File: src/rtl/uart_fctl_pkg.sv
package uart_fctl_pkg;

  typedef enum logic [1:0] {
    TRG_ONE      = 2'd0,
    TRG_QUARTER  = 2'd1,
    TRG_HALF     = 2'd2,
    TRG_NEARFULL = 2'd3
  } trig_sel_e;

  // line-status bit positions (software decodes these)
  localparam int LSR_DR   = 0;
  localparam int LSR_OVR  = 1;
  localparam int LSR_PE   = 2;
  localparam int LSR_FE   = 3;
  localparam int LSR_BI   = 4;
  localparam int LSR_HOLD = 5;
  localparam int LSR_IDLE = 6;
  localparam int LSR_ERRS = 7;

  // receive threshold in entries for a given select and FIFO depth
  function automatic int trig_level(trig_sel_e sel, int depth);
    case (sel)
      TRG_ONE:     return 1;
      TRG_QUARTER: return depth / 4;
      TRG_HALF:    return depth / 2;
      default:     return depth - 2;
    endcase
  endfunction

endpackage

File: src/rtl/fctl_reg.sv
module fctl_reg
  import uart_fctl_pkg::*;
(
  input  logic      clk,
  input  logic      rst_n,
  input  logic      wr_en,
  input  logic [7:0] wr_data,
  output logic      fifo_en,
  output logic      dma_mode,
  output trig_sel_e trig_sel,
  output logic      rx_clr,
  output logic      tx_clr,
  output logic      en_toggle
);

  logic unused_rsvd;
  assign unused_rsvd = ^wr_data[5:4];

  // write that flips the enable state
  assign en_toggle = wr_en && (wr_data[0] != fifo_en);

  always_ff @(posedge clk or negedge rst_n) begin
    if (!rst_n) begin
      fifo_en  <= 1'b0;
      dma_mode <= 1'b0;
      trig_sel <= TRG_ONE;
      rx_clr   <= 1'b0;
      tx_clr   <= 1'b0;
    end else begin
      rx_clr <= 1'b0;
      tx_clr <= 1'b0;
      if (wr_en) begin
        fifo_en  <= wr_data[0];
        dma_mode <= wr_data[3];
        trig_sel <= trig_sel_e'(wr_data[7:6]);
        rx_clr   <= wr_data[1] | en_toggle;
        tx_clr   <= wr_data[2] | en_toggle;
      end
    end
  end

  a_r1_enable_holds: assert property (@(posedge clk) disable iff (!rst_n)
    !wr_en |=> $stable(fifo_en));

  a_r2_rx_clr_from_write: assert property (@(posedge clk) disable iff (!rst_n)
    rx_clr |-> $past(wr_en));

  a_r2_tx_clr_from_write: assert property (@(posedge clk) disable iff (!rst_n)
    tx_clr |-> $past(wr_en));

  a_r3_toggle_flushes: assert property (@(posedge clk) disable iff (!rst_n)
    (wr_en && (wr_data[0] != fifo_en)) |=> (rx_clr && tx_clr));

endmodule

File: src/rtl/fctl_trig.sv
module fctl_trig
  import uart_fctl_pkg::*;
#(
  parameter int DEPTH = 16,
  localparam int CW = $clog2(DEPTH + 1)
)(
  input  logic          clk,
  input  logic          rst_n,
  input  logic          fifo_en,
  input  trig_sel_e     trig_sel,
  input  logic [CW-1:0] rx_count,
  output logic          trig_hit
);

  int level;
  assign level = trig_level(trig_sel, DEPTH);

  always_comb begin
    if (fifo_en) trig_hit = int'(rx_count) >= level;
    else         trig_hit = (rx_count != '0);
  end

  a_r5_disabled_any_byte: assert property (@(posedge clk) disable iff (!rst_n)
    (!fifo_en && rx_count != '0) |-> trig_hit);

  a_r4_empty_no_hit: assert property (@(posedge clk) disable iff (!rst_n)
    (rx_count == '0) |-> !trig_hit);

  a_r4_full_hits: assert property (@(posedge clk) disable iff (!rst_n)
    (int'(rx_count) >= DEPTH) |-> trig_hit);

endmodule

File: src/rtl/fctl_lsr.sv
module fctl_lsr
  import uart_fctl_pkg::*;
#(
  parameter int DEPTH = 16,
  localparam int CW = $clog2(DEPTH + 1)
)(
  input  logic          clk,
  input  logic          rst_n,
  input  logic          fifo_en,
  input  logic          rx_clr,
  input  logic [CW-1:0] rx_count,
  input  logic [CW-1:0] tx_count,
  input  logic          tx_busy,
  input  logic          rx_push_err,
  input  logic          rx_pop_err,
  input  logic          overrun,
  input  logic          head_pe,
  input  logic          head_fe,
  input  logic          head_bi,
  output logic [7:0]    lsr
);

  logic [CW-1:0] err_cnt, err_nxt;
  logic          data_ready;

  assign data_ready = (rx_count != '0);

  always_comb begin
    err_nxt = err_cnt;
    if (fifo_en) begin
      if (rx_push_err && !rx_pop_err && err_cnt != CW'(DEPTH))
        err_nxt = err_cnt + 1'b1;
      else if (rx_pop_err && !rx_push_err && err_cnt != '0)
        err_nxt = err_cnt - 1'b1;
    end
  end

  always_ff @(posedge clk or negedge rst_n) begin
    if (!rst_n)      err_cnt <= '0;
    else if (rx_clr) err_cnt <= '0;
    else             err_cnt <= err_nxt;
  end

  always_comb begin
    lsr           = '0;
    lsr[LSR_DR]   = data_ready;
    lsr[LSR_OVR]  = overrun;
    lsr[LSR_PE]   = data_ready && head_pe;
    lsr[LSR_FE]   = data_ready && head_fe;
    lsr[LSR_BI]   = data_ready && head_bi;
    lsr[LSR_HOLD] = (tx_count == '0);
    lsr[LSR_IDLE] = (tx_count == '0) && !tx_busy;
    lsr[LSR_ERRS] = fifo_en && (err_cnt != '0);
  end

  a_r9_count_bounded: assert property (@(posedge clk) disable iff (!rst_n)
    err_cnt <= CW'(DEPTH));

  a_r9_flush_empties: assert property (@(posedge clk) disable iff (!rst_n)
    rx_clr |=> (err_cnt == '0));

  a_r9_disabled_quiet: assert property (@(posedge clk) disable iff (!rst_n)
    !fifo_en |-> !lsr[LSR_ERRS]);

  a_r10_flags_need_data: assert property (@(posedge clk) disable iff (!rst_n)
    !data_ready |-> (lsr[4:2] == 3'b000));

endmodule

File: src/rtl/uart_fifo_ctl.sv
module uart_fifo_ctl
  import uart_fctl_pkg::*;
#(
  parameter int DEPTH = 16,
  localparam int CW = $clog2(DEPTH + 1)
)(
  input  logic          clk,
  input  logic          rst_n,
  input  logic          wr_en,
  input  logic [7:0]    wr_data,
  input  logic [CW-1:0] rx_count,
  input  logic [CW-1:0] tx_count,
  input  logic          tx_busy,
  input  logic          rx_push_err,
  input  logic          rx_pop_err,
  input  logic          overrun,
  input  logic          head_pe,
  input  logic          head_fe,
  input  logic          head_bi,
  output logic          fifo_en,
  output logic          dma_mode,
  output logic          rx_clr,
  output logic          tx_clr,
  output logic          trig_hit,
  output logic [7:0]    fcr_view,
  output logic [1:0]    id_fifo_bits,
  output logic [7:0]    lsr
);

  trig_sel_e trig_sel;
  logic      en_toggle;
  logic      unused_toggle;

  assign unused_toggle = en_toggle;

  fctl_reg u_reg (
    .clk      (clk),
    .rst_n    (rst_n),
    .wr_en    (wr_en),
    .wr_data  (wr_data),
    .fifo_en  (fifo_en),
    .dma_mode (dma_mode),
    .trig_sel (trig_sel),
    .rx_clr   (rx_clr),
    .tx_clr   (tx_clr),
    .en_toggle(en_toggle)
  );

  fctl_trig #(.DEPTH(DEPTH)) u_trig (
    .clk     (clk),
    .rst_n   (rst_n),
    .fifo_en (fifo_en),
    .trig_sel(trig_sel),
    .rx_count(rx_count),
    .trig_hit(trig_hit)
  );

  fctl_lsr #(.DEPTH(DEPTH)) u_lsr (
    .clk        (clk),
    .rst_n      (rst_n),
    .fifo_en    (fifo_en),
    .rx_clr     (rx_clr),
    .rx_count   (rx_count),
    .tx_count   (tx_count),
    .tx_busy    (tx_busy),
    .rx_push_err(rx_push_err),
    .rx_pop_err (rx_pop_err),
    .overrun    (overrun),
    .head_pe    (head_pe),
    .head_fe    (head_fe),
    .head_bi    (head_bi),
    .lsr        (lsr)
  );

  assign fcr_view     = {trig_sel, 2'b00, dma_mode, 2'b00, fifo_en};
  assign id_fifo_bits = {2{fifo_en}};

  a_r7_clear_bits_zero: assert property (@(posedge clk) disable iff (!rst_n)
    fcr_view[2:1] == 2'b00);

  a_r1_id_follows_enable: assert property (@(posedge clk) disable iff (!rst_n)
    $rose(fifo_en) |-> (id_fifo_bits == 2'b11));

endmodule

File: config.mk
export PLATFORM = sky130hd
export DESIGN_NAME = uart_fifo_ctl
export DESIGN_NICKNAME = d
export VERILOG_FILES = /design/src/rtl/uart_fctl_pkg.sv /design/src/rtl/fctl_reg.sv /design/src/rtl/fctl_trig.sv /design/src/rtl/fctl_lsr.sv /design/src/rtl/uart_fifo_ctl.sv
export SDC_FILE = /design/constraint.sdc
export NUM_CORES = 1
export LEC_CHECK = 0
export ABC_AREA = 0
export BUFFER_PORTS_ARGS = -buffer_cell sky130_fd_sc_hd__buf_4
export CORE_ASPECT_RATIO = 0.8
export CORE_MARGIN = 5
export CORE_UTILIZATION = 30
export DETAILED_ROUTE_END_ITERATION = 16
export PLACE_DENSITY_LB_ADDON = 0.1
export SLEW_MARGIN = 20
export SYNTH_ARGS = -nofsm -noshare
export SYNTH_HDL_FRONTEND = slang
export SYNTH_SLANG_ARGS = --single-unit
File: constraint.sdc
create_clock -name clk -period 2.55 [get_ports clk]
set_input_delay 0 -clock clk [delete_from_list [all_inputs] [get_ports clk]]
set_output_delay 0 -clock clk [all_outputs]
set_load 0.02 [all_outputs]
==> impl_metrics.toml <==
[outcome]
status = "finished, final reports clean"

[power]
p_int_uw = 582
static-leakage-power_nw = 0.622
switchingPower_uw = 372
power_switching_share = 0.390
p_comb_frac = 0.511
power.share.sequential = 0.310
power_per_cell_area_nw_per_um2 = 736
vdd_drop_max_uv = 268
clock_power_share = 0.179

[timing]
finalSetupViolations = 0
finalCritPeriodShare = 0.863
timing.final.crit_period_ps = 2200
setup_total_neg_slack_ps = 0
worst_clock_skew_ps = 2.72
final_max_slew_viols = 0
grt_setup_unrepaired = "no"
hold_violations = 0
timing.fmax_mhz = 454

[global_route]
grt_pass1_vias = 775
grt_max_degree = 16
grt_pass1_wl_um = 3600
grt_antenna_before_repair = 0
track_usage = 0.109
grt.overflow.total = 0

[route]
routed_wl_um = 2110
detail-route-antenna-nets = 0
drc = 0
detailedRoute.firstPassIterationCount = 4
route.detailed.wl_per_inst_um = 12.0
first_iter_violations = 22
avgViaCountPerCell = 4.56
vias = 802

[critical_path]
critical_path_peak_fanout = 5
critical_path.startpoint_type = "register"
setup.worst_path.start = "u_lsr.err_cnt[2]"
cp_class = "reg2reg"
slowest_delay_ps = 440
arrival_ps = 2370
r2r-start = "u_lsr.err_cnt[2]"
setup.worst_path.end_class = "register"
slowest_stage = "dfrtp_1"
worst_ep_required_time_ps = 2720
list_of_cells_traversed_by_the_critical_path = "nor4_4 -> nand2_1 -> nand3b_1 -> ha_1 -> a21o_1 -> a21oi_1 -> mux4_2 -> nor2_1"

[finish]
finalNonFillerCells = 176
insertedDiodeCount = 0
multiInputGateArea_um2 = 534
post_route_cells_drive_above_1_share = 0.370
final_nets = 176
fill_cells = 279
layout-area-overhead-vs-synth_pct = 43.5
area_of_all_sequential_standard_cells_um2 = 275

[cts]
clkTransAtPathRegs_ps = 50
cts.path.max_buffers = 2
clock_latency_ps = 230
numClockSinks = 11
cts_max_level = 1
clk_root_buffer_cell = "clkbuf_8"
postCtsResizedCells = 0
tritoncts = "yes"
number_of_cts_inserted_buffers = 3

[job]
drv_cap = 0

[synthesis]
synth-seq-cells = 11
ys_seq_area_frac = 0.305
ys.warnings.count = 0
dominantRegCellSynth = "dfrtp_1"
post_synth_edffs = 0
synthCells = 95
yosys.cell_types.count = 32
syn_area_um2 = 903
synth_async_sr_flop_share = 1.00
post_synth.cell_area_avg_um2 = 9.51

[floorplan]
fp.coreArea_um2 = 2830
rows = 17
die-area_um2 = 4220
floorplan.die.width_um = 71.4
boundaryPins = 51
initial_standard_cell_utilization_of_the_core = 0.319
die_h_um = 59.1

[worst_hold_path]
worstHoldPathType = "in2out"
hold_path.startpoint = "overrun"

[place]
io_buffer_count = 42
post_detailed_placement_half_perimeter_wirelength_um = 1730
gpl.final_weighted_congestion = 0.850
placed_cells = 166
metrics by stage:
stage	hold WS (ps)	power [mW]	instance area, um^2	worst slack, ps	util
2_1_floorplan	-296	0.639	915	555	-
3_3_place_gp	-158	0.770	1190	405	0.421
3_5_place_dp	-158	0.778	1190	329	0.421
4_1_cts	0.467	0.967	1300	316	0.458
5_1_grt	0.221	1.04	1300	180	0.458
6_report	0.247	0.954	1300	350	0.458
worst max-delay path: cells and delay by family, from the launching register on:
family	cells	cell delay, ps
flops	1	440
fa+ha+maj	1	290
simple gates	4	760
mux	1	320
compound gates	2	330
sequential cells by signal (all words and copies together) (netlist names):
| signal | count |
|---|---|
| u_lsr.err_cnt | 5 |
| u_reg.dma_mode | 1 |
| u_reg.fifo_en | 1 |
| u_reg.rx_clr | 1 |
| u_reg.trig_sel | 2 |
| u_reg.tx_clr | 1 |
repair_timing:
item | CTS | global route
setup buffers | 0 | 0
hold endpoints to repair | 16 | 0
hold buffers | 6 | 0
path summary, 6_finish.rpt:
kind                       slack (ps)                 to  cells after the start
max in group asynchronous        2270  u_reg.trig_sel[1]                      2
min in group asynchronous         130       u_reg.tx_clr                      2
hold reg to reg                   560     u_reg.dma_mode                      1
setup / recovery                  350   u_lsr.err_cnt[4]                      8
setup reg to reg                  350   u_lsr.err_cnt[4]                      8
hold / removal                    0.2             lsr[1]                      0
layout by cell type (no fill, tap or decap), types with 4 or more instances in the layout:
master	n
a21oi_1	4
nor2_1	8
buf_4	42
nand3b_1	4
inv_1	5
o21a_1	4
ha_1	8
nand2_1	6
dlygate4sd3_1	6
o21ai_0	4
conb_1	4
dfrtp_1	11
cells by family (layout without fill, tap and decap cells):
| group | Yosys count | in the layout | share of synthesized area |
|---|---|---|---|
| buf+inv | 17 | 57 | 0.116 |
| mux | 4 | 4 | 0.0609 |
| flops | 11 | 11 | 0.305 |
| compound gates | 18 | 18 | 0.133 |
| fa+ha+maj | 9 | 9 | 0.133 |
| other cells | 1 | 4 | 0.00415 |
| simple gates | 32 | 32 | 0.219 |
| xor+xnor | 3 | 3 | 0.0291 |
power groups by stage:
stage	sequential (mW)	combinational [mW]	clock, mW
detailed placement	0.298	0.480	0
finish	0.296	0.487	0.171
floorplan	0.290	0.349	0
CTS	0.296	0.493	0.178
global placement	0.295	0.475	0
global route	0.312	0.543	0.186
cell usage after synthesis (all sizes together), types with 2 or more instances:
library cell	count	area, um^2
a21oi	4	20.0
nand2b	2	12.5
nor2b	3	18.8
o21ai	5	25.0
nand3b	4	30.0
or4	3	22.5
xnor2	2	17.5
nor2	8	30.0
mux2	2	22.5
o21a	4	30.0
ha	8	100
inv	5	18.8
buf	11	82.6
dfrtp	11	275
a21o	2	15.0
nand2	6	22.5
metal layers:
metal	GRT usage	vias up	share of wire	routed length, um
li1	-	406	-	-
met1	0.140	368	0.45	943
met2	0.170	28	0.47	999
met3	0.0356	0	0.080	170
met4	0.0402	0	0	0
met5	0	-	0	0
area by class of cell:
type / count / share of cell area
well taps: 38 / 0.0367
multi-input cells: 70 / 0.412
flip-flops and latches: 11 / 0.212
inverters: 5 / 0.0145
clock buffers: 4 / 0.0347
repair buffers: 48 / 0.290
No activity file was read; power rests on OpenSTA's default activity.
